[config.mk]
export PLATFORM = sky130hd
export DESIGN_NAME = can_halt_seq
export DESIGN_NICKNAME = d
export VERILOG_FILES = /design/src/rtl/can_halt_pkg.sv /design/src/rtl/can_halt_runcnt.sv /design/src/rtl/can_halt_fsm.sv /design/src/rtl/can_halt_seq.sv
export SDC_FILE = /design/constraint.sdc
export NUM_CORES = 1
export LEC_CHECK = 0
export CORE_AREA = 2 2 39 41
export DETAILED_ROUTE_END_ITERATION = 8
export DIE_AREA = 0 0 41 43
export GPL_ROUTABILITY_DRIVEN = 0
export GPL_TIMING_DRIVEN = 0
export MAX_ROUTING_LAYER = met4
export PLACE_DENSITY = 0.66
export SLEW_MARGIN = 25
export SYNTH_ARGS = -nofsm -noshare
export SYNTH_HDL_FRONTEND = slang
export SYNTH_SLANG_ARGS = --single-unit
[constraint.sdc]
create_clock -name clk -period 3.48 [get_ports clk]
set_input_delay 0.696 -clock clk [delete_from_list [all_inputs] [get_ports clk]]
set_output_delay 0.696 -clock clk [all_outputs]
set_load 0.02 [all_outputs]
[src/rtl/can_halt_pkg.sv]
package can_halt_pkg;
   typedef enum logic [2:0] {
      ST_REJOIN  = 3'd0,
      ST_ACTIVE  = 3'd1,
      ST_DRAIN   = 3'd2,
      ST_HALTED  = 3'd3,
      ST_BOFF    = 3'd4
   } halt_state_t;
endpackage

[src/rtl/can_halt_runcnt.sv]
module can_halt_runcnt #(
   parameter int RUN_LEN = 11
) (
   input  logic clk,
   input  logic rst,
   input  logic clr,
   input  logic tick,
   input  logic bit_in,
   output logic done
);
   localparam int CW = (RUN_LEN > 1) ? $clog2(RUN_LEN + 1) : 1;

   generate
      if (RUN_LEN < 1) begin : g_bad
         $error("RUN_LEN must be at least 1");
      end
      if (RUN_LEN == 1) begin : g_single
         assign done = tick & bit_in;
      end else begin : g_count
         logic [CW-1:0] cnt;
         assign done = tick & bit_in & (cnt == CW'(RUN_LEN - 1));
         always_ff @(posedge clk) begin
            if (rst || clr)       cnt <= '0;
            else if (tick) begin
               if (!bit_in)       cnt <= '0;   // dominant restarts
               else if (done)     cnt <= '0;
               else               cnt <= cnt + 1'b1;
            end
         end
         a_r8_count_bound: assert property (@(posedge clk) disable iff (rst)
            cnt < CW'(RUN_LEN));
         a_r9_hold_without_tick: assert property (@(posedge clk) disable iff (rst)
            (!tick && !clr) |=> $stable(cnt));
      end
   endgenerate
endmodule

[src/rtl/can_halt_fsm.sv]
module can_halt_fsm
   import can_halt_pkg::*;
(
   input  logic        clk,
   input  logic        rst,
   input  logic        halt_req,
   input  logic        eng_tx,
   input  logic        eng_rx,
   input  logic        eng_idle,
   input  logic        eng_intermission,
   input  logic        eng_bus_off,
   input  logic        run_done,
   output halt_state_t state,
   output logic        irq_q,
   output logic        flag_q
);
   halt_state_t nxt;
   logic        in_frame;
   assign in_frame = eng_tx | eng_rx;

   always_comb begin
      nxt = state;
      unique case (state)
         ST_REJOIN: begin
            if (halt_req)      nxt = ST_HALTED;
            else if (run_done) nxt = ST_ACTIVE;
         end
         ST_ACTIVE: begin
            if (halt_req) begin
               if (eng_bus_off)                       nxt = ST_BOFF;
               else if (in_frame)                     nxt = ST_DRAIN;
               else if (eng_idle || eng_intermission) nxt = ST_HALTED;
            end
         end
         ST_DRAIN: begin
            if (!halt_req)      nxt = ST_ACTIVE;
            else if (!in_frame) nxt = ST_HALTED;
         end
         ST_HALTED: if (!halt_req) nxt = ST_REJOIN;
         ST_BOFF:   if (!halt_req) nxt = ST_REJOIN;
         default:   nxt = ST_REJOIN;
      endcase
   end

   always_ff @(posedge clk) begin
      if (rst) begin
         state  <= ST_REJOIN;
         irq_q  <= 1'b0;
         flag_q <= 1'b0;
      end else begin
         state <= nxt;
         irq_q <= (nxt == ST_HALTED) && (state != ST_HALTED);
         if (nxt == ST_HALTED)      flag_q <= 1'b1;
         else if (nxt == ST_ACTIVE) flag_q <= 1'b0;
      end
   end

   a_r3_drain_holds: assert property (@(posedge clk) disable iff (rst)
      (state == ST_DRAIN && halt_req && in_frame) |=> state == ST_DRAIN);
   a_r7_busoff_hold: assert property (@(posedge clk) disable iff (rst)
      (state == ST_BOFF && halt_req) |=> state == ST_BOFF);
   a_r10_cancel_no_halt: assert property (@(posedge clk) disable iff (rst)
      (state == ST_DRAIN && !halt_req) |=> state == ST_ACTIVE);
endmodule

[src/rtl/can_halt_seq.sv]
module can_halt_seq
   import can_halt_pkg::*;
#(
   parameter int RUN_LEN = 11
) (
   input  logic clk,
   input  logic rst,
   input  logic halt_req,
   input  logic eng_tx,
   input  logic eng_rx,
   input  logic eng_idle,
   input  logic eng_intermission,
   input  logic eng_bus_off,
   input  logic bit_tick,
   input  logic rx_bit,
   output logic bus_en,
   output logic halted,
   output logic halt_irq,
   output logic cfg_wr_ok
);
   halt_state_t state;
   logic        run_done;
   logic        run_clr;

   assign run_clr = (state != ST_REJOIN) | halt_req;

   can_halt_runcnt #(.RUN_LEN(RUN_LEN)) u_run (
      .clk    (clk),
      .rst    (rst),
      .clr    (run_clr),
      .tick   (bit_tick),
      .bit_in (rx_bit),
      .done   (run_done)
   );

   can_halt_fsm u_fsm (
      .clk              (clk),
      .rst              (rst),
      .halt_req         (halt_req),
      .eng_tx           (eng_tx),
      .eng_rx           (eng_rx),
      .eng_idle         (eng_idle),
      .eng_intermission (eng_intermission),
      .eng_bus_off      (eng_bus_off),
      .run_done         (run_done),
      .state            (state),
      .irq_q            (halt_irq),
      .flag_q           (halted)
   );

   assign bus_en    = (state == ST_ACTIVE) | (state == ST_DRAIN);
   assign cfg_wr_ok = (state == ST_HALTED);

   a_r4_irq_pulse: assert property (@(posedge clk) disable iff (rst)
      halt_irq |=> !halt_irq);
   a_r6_cfg_only_halted: assert property (@(posedge clk) disable iff (rst)
      cfg_wr_ok |-> (halted && !bus_en));
   a_r8_join_on_recessive: assert property (@(posedge clk) disable iff (rst)
      $rose(bus_en) |-> $past(bit_tick && rx_bit));
   a_r5_flag_until_join: assert property (@(posedge clk) disable iff (rst)
      (halted && !bus_en) |=> (halted || bus_en));
endmodule

# ---- Yosys cells after proc, flatten, opt, wreduce, memory -nomap -nowiden
# Cells that the tools add are included.
dict set report word_totals {
  ff_bits 9
  output_inout_bits 4
}
dict set report op_classes {
  addsub 1
  n_eq_ne 8
  mux 14
  bitwise_logic 5
  reduce_logical 7
}
# operator n
set op_table {}
lappend op_table {{two-way mux 3 bit} 9}
lappend op_table {{one-hot mux 3 bit (4 select lines)} 1}
lappend op_table {{equality test 3 x 2 -> 1 bit (second input constant)} 3}
lappend op_table {{two-way mux 4 bit} 2}
lappend op_table {{equality test 3 x 1 -> 1 bit (second input constant)} 2}
lappend op_table {{adder 4 x 1 -> 4 bit (second input constant)} 1}
lappend op_table {{equality test 4 bit (second input constant)} 1}
lappend op_table {{equality test 3 bit (second input constant)} 1}
lappend op_table {{logical NOT 3 bit} 1}
lappend op_table {{inequality test 3 x 2 -> 1 bit (second input constant)} 1}
lappend op_table {{bitwise OR 1 bit} 3}
lappend op_table {{nonzero test 3 bit} 1}
lappend op_table {{AND 1 bit} 2}
lappend op_table {{logical OR 1 bit} 2}
lappend op_table {{two-way mux 1 bit} 2}
lappend op_table {{nonzero test 2 bit} 1}
lappend op_table {{OR reduction 2 bit} 1}
lappend op_table {{logical AND 1 bit} 1}

# ---- Logic depth before layout (Yosys ltp)
dict set report depth {
  depth_word 9
  depth_mapped 7
}

# ---- By module
# Synthesis repeated with hierarchy kept, for this count alone.
dict set report hier_totals {
  cells_unflattened 61
  hier_area_um2 506.7
}
# mod instances cells_per_inst area_per_inst_um2 seq_area_each_um2
set by_module_without_submodules {}
lappend by_module_without_submodules {can_halt_fsm 1 27 255.2 100.1}
lappend by_module_without_submodules {can_halt_runcnt 1 29 224.0 80.1}
lappend by_module_without_submodules {can_halt_seq 1 5 27.5 0.0}

# ---- Worst setup path after synthesis
# OpenSTA, ideal clock, no wires.
dict set report synth_path {
  path_kind {input-to-reg}
  start {in eng_rx}
  end {reg u_fsm.flag_q}
  setup_time_ns 0.121
  arrival_ns 1.652
  t_required_ns 3.359
  path_slack_ns 1.707
  path_stages 4
  n_path_buf 0
  path_cell_list {o311a_1 a211oi_2 o31ai_2 mux2_4}
}
dict set report synth_via {
  elab_chain_len 7
  elab_cells_between_ends 11
}
# element line_no
set synth_lines {}
lappend synth_lines {{from (decl)} can_halt_seq.sv:10} ;# input logic eng_rx,
lappend synth_lines {{bitwise OR 1 bit (*)} can_halt_fsm.sv:19} ;# assign in_frame = eng_tx | eng_rx;
lappend synth_lines {{two-way mux 3 bit} can_halt_fsm.sv:31} ;# else if (in_frame) nxt = ST_DRAIN;
lappend synth_lines {{two-way mux 3 bit} can_halt_fsm.sv:30} ;# if (eng_bus_off) nxt = ST_BOFF;
lappend synth_lines {{two-way mux 3 bit} can_halt_fsm.sv:29} ;# if (halt_req) begin
lappend synth_lines {{one-hot mux 3 bit (4 select lines) (*)} can_halt_fsm.sv:23} ;# unique case (state)
lappend synth_lines {{equality test 3 x 2 -> 1 bit or equality test 3 x 1 -> 1 bit (tied branches)} {can_halt_fsm.sv:53, can_halt_fsm.sv:54}}
lappend synth_lines {{two-way mux 1 bit or nonzero test 2 bit (tied branches)} n/a}
lappend synth_lines {{to (signal assigned)} can_halt_fsm.sv:49} ;# flag_q <= 1'b0;
lappend synth_lines {{to (signal assigned)} can_halt_fsm.sv:53} ;# if (nxt == ST_HALTED) flag_q <= 1'b1;
lappend synth_lines {{to (signal assigned)} can_halt_fsm.sv:54} ;# else if (nxt == ST_ACTIVE) flag_q <= 1'b0;
lappend synth_lines {{to (decl)} can_halt_fsm.sv:15} ;# output logic flag_q
# Every way passes the cells marked *; elsewhere a longest branch is shown, timed or not.
# A chain may end at the register's enable or synchronous reset.

# ---- Worst setup path after layout
dict set report layout_path {
  start {reg u_fsm.state[1]}
  end {out bus_en}
}
dict set report layout_via {
  elab_chain_len 2
  elab_cells_between_ends 3
}
# element line_no
set layout_lines {}
lappend layout_lines {{from (decl)} can_halt_fsm.sv:13} ;# output halt_state_t state,
lappend layout_lines {{from (signal assigned)} can_halt_fsm.sv:51} ;# state <= nxt;
lappend layout_lines {{equality test 3 x 1 -> 1 bit or equality test 3 x 2 -> 1 bit (tied branches)} can_halt_seq.sv:51} ;# assign bus_en = (state == ST_ACTIVE) | (state == ST_DRAIN);
lappend layout_lines {{bitwise OR 1 bit (*)} can_halt_seq.sv:51}
lappend layout_lines {{to (decl)} can_halt_seq.sv:16} ;# output logic bus_en,
# Marked as above.

==> key figures <==
Outcome
  – Outcome: completed

Synth
  – Post-synthesis sequential area ratio: 35.4%
  – Synth Flop Type: dfxtp_1
  – Post-synth EDFFs: 0
  – Avg Inst Size Synth: 8.49 um2
  – Cells after Synth: 60
  – Fraction of registers with async set/reset: 0%
  – Synth area leaders: dfxtp_1, nand2_1, ha_1
  – Post-Syn Area: 509 um2
  – Synthesized net count: 72
  – Most common cell in the netlist: dfxtp_1
  – Synth cell types: 28
  – #FFs+latches synth: 9
  – Top cells by count, synth: dfxtp_1, nand2_1, nor2_1, o21ai_0
  – Total number of yosys warnings: 0
  – Post-synth top area share: 35.4%
  – Synth area leader: dfxtp_1

Clocking
  – Insertion delay to the later sink of the worst-skew pair: 0.27 ns
  – Number of clock sinks: 9
  – Worst-path clk slew: 0.06 ns
  – # H-tree levels: 1
  – Root buffer cell: clkbuf_4
  – Post-cts sizing count: 0
  – Post-CTS Repair Setup Buffers: 0
  – Maximum clock path buffer count: 2
  – CTS tree: done
  – Total CTS buffers: 3
  – CTS Hold Bufs: 0

GRT
  – Total track usage: 14.6%
  – First-pass GRT wire length: 1670 um
  – Number of global-route vias before repair: 432
  – Total gr overflow: 0
  – Largest net degree at the start of global routing: 10
  – Initial antenna violation count: 0

Pwr
  – Cell Int Power: 188 uW
  – P_sw: 71.3 uW
  – Clock power share: 31.9%
  – Max VDD drop: 290 uV
  – Pwr Total: 259 uW
  – Pwr dens: 378 mW/mm2
  – Sequential power share: 43.2%
  – Leakage: 0.261 nW
  – Sw Ratio: 27.5%
  – Logic gate share of total power: 24.9%

STA
  – Worst Tran Pin Value: 0.371 ns
  – Setup TNS: 0 ns
  – Final WS setup: 1.19 ns
  – Final Hold Fails: 0
  – Setup Skew: 0.00632 ns
  – Crit share post-route: 65.9%
  – Slew Viols, Final: 0
  – Fmax: 436 MHz
  – Fin crit period: 2.29 ns
  – Unrepaired setup endpoints after global routing: no
  – Final setup fails: 0
  – Slew headroom: 75.0%

Floorplan
  – Die H: 43 um
  – Die width: 41 um
  – Die area: 0.00176 mm2
  – Ports: 14
  – FP Rows: 14
  – Core Footprint: 0.00138 mm2
  – Initial Utilization: 36.8%

Critical path
  – Critical path fanouts, max: 7
  – Critical Path AT: 1.60 ns
  – Critical path class: register to primary output
  – Crit end category: primary output
  – Critical Path RT: 2.78 ns
  – CP Launch Type: register

Drt
  – DRT antenna net count: 0
  – Vias/cell: 5.04
  – Wire length per cell: 10.8 um
  – Pre-Repair DR Iteration Count: 4
  – First DRT Iteration DRCs: 4
  – Routed Wire Length: 1010 um
  – DRC Markers: 0
  – Via count: 469

Place
  – Placed Cells: 89
  – DPL Wire Length: 773 um
  – Number of buffers added on ports: 13
  – Place WS: 1.20 ns

Finish
  – Layout Utilization: 49.5%
  – Final nets: 90
  – Layout cells sized above 1: 13.0%
  – Final Instance Count excl. Fillers: 93
  – Syn-to-layout area delta: 34.6%
  – Diodes inserted: 0

Run
  – Max-cap viol count: 0

Hold path
  – Hold/Removal Path Class: register to register
==> power groups by stage <==
stage                     Sequential [mW]  Combinational [mW]  Clock, mW
after floorplan                     0.117              0.0350          0
after global placement              0.114              0.0646          0
after detailed placement            0.114              0.0647          0
after CTS                           0.112              0.0652     0.0879
after global routing                0.113              0.0708     0.0965
final                               0.112              0.0646     0.0827
==> placed cells by master (no fill, tap or decap), types with 2 or more instances in the layout <==
| cell type | Yosys | layout |
|---|---|---|
| nor2_1 | 5 | 5 |
| a21oi_1 | 2 | 2 |
| ha_1 | 2 | 2 |
| nand2_1 | 7 | 7 |
| nor2b_1 | 2 | 2 |
| dfxtp_1 | 9 | 9 |
| clkbuf_4 | 0 | 3 |
| clkdlybuf4s50_1 | 0 | 13 |
| nand3_1 | 2 | 2 |
| inv_1 | 4 | 4 |
| o21ai_0 | 5 | 5 |
| nor3_1 | 4 | 4 |
==> final timing paths <==
path,startpoint,end,slack (ns),cells past startpoint
worst max-delay path,u_fsm.state[1]$_SDFF_PP0_,bus_en,1.19,3
worst min-delay path,u_run.g_count.cnt[2]$_SDFFE_PP0P_,u_run.g_count.cnt[2]$_SDFFE_PP0P_,0.49,2
worst max register to register,u_run.g_count.cnt[0]$_SDFFE_PP0P_,u_run.g_count.cnt[2]$_SDFFE_PP0P_,1.92,7
worst min register to register,u_run.g_count.cnt[2]$_SDFFE_PP0P_,u_run.g_count.cnt[2]$_SDFFE_PP0P_,0.49,2
==> cells by family after synthesis <==
| group | Yosys count | synth area share [%] |
|---|---|---|
| AOI/OAI and AO/OA | 14 | 19.7 |
| and+or+nand+nor | 26 | 26.0 |
| muxes | 3 | 7.12 |
| xor gates and xnor gates | 1 | 1.72 |
| buffers and inverters | 5 | 5.16 |
| DFF | 9 | 35.4 |
| adders and majority gates | 2 | 4.91 |
==> state kept, by name, summed over array words and instances, names as in the netlist <==
| name | cells |
|---|---|
| u_fsm.flag_q | 1 |
| u_fsm.irq_q | 1 |
| u_fsm.state | 3 |
| u_run.g_count.cnt | 4 |
==> routing by layer <==
layer  GRT usage (%)  routed length [um]
met5               -                   0
met4            4.00                   0
met3            9.42                  68
met2            21.3                 463
met1            16.1                 475
==> through the flow <==
stage          instance area (um2)  hold slack, ns
3_5_place_dp                   659           0.487
4_1_cts                        686           0.497
5_1_grt                        686           0.521
6_report                       686           0.491
2_1_floorplan                  509           0.455
3_3_place_gp                   659           0.487
==> final cells by class <==
| cell class | instances | area (um2) |
|---|---|---|
| Fill cell | 142 | 698 |
| Inverter | 4 | 15.0 |
| Sequential cell | 9 | 180 |
| Buffer | 1 | 11.3 |
| Clock buffer | 4 | 26.3 |
| Tap cell | 16 | 20.0 |
| Timing Repair Buffer | 13 | 130 |
| Multi-Input combinational cell | 46 | 303 |
==> worst max-delay path, stage by stage (launching register included) <==
cell and delay [ns]:
dfxtp_1 0.46, xnor2_1 0.09, nor2_1 0.15, clkdlybuf4s50_1 0.63
Note: power is estimated with default switching activity, not from simulation.
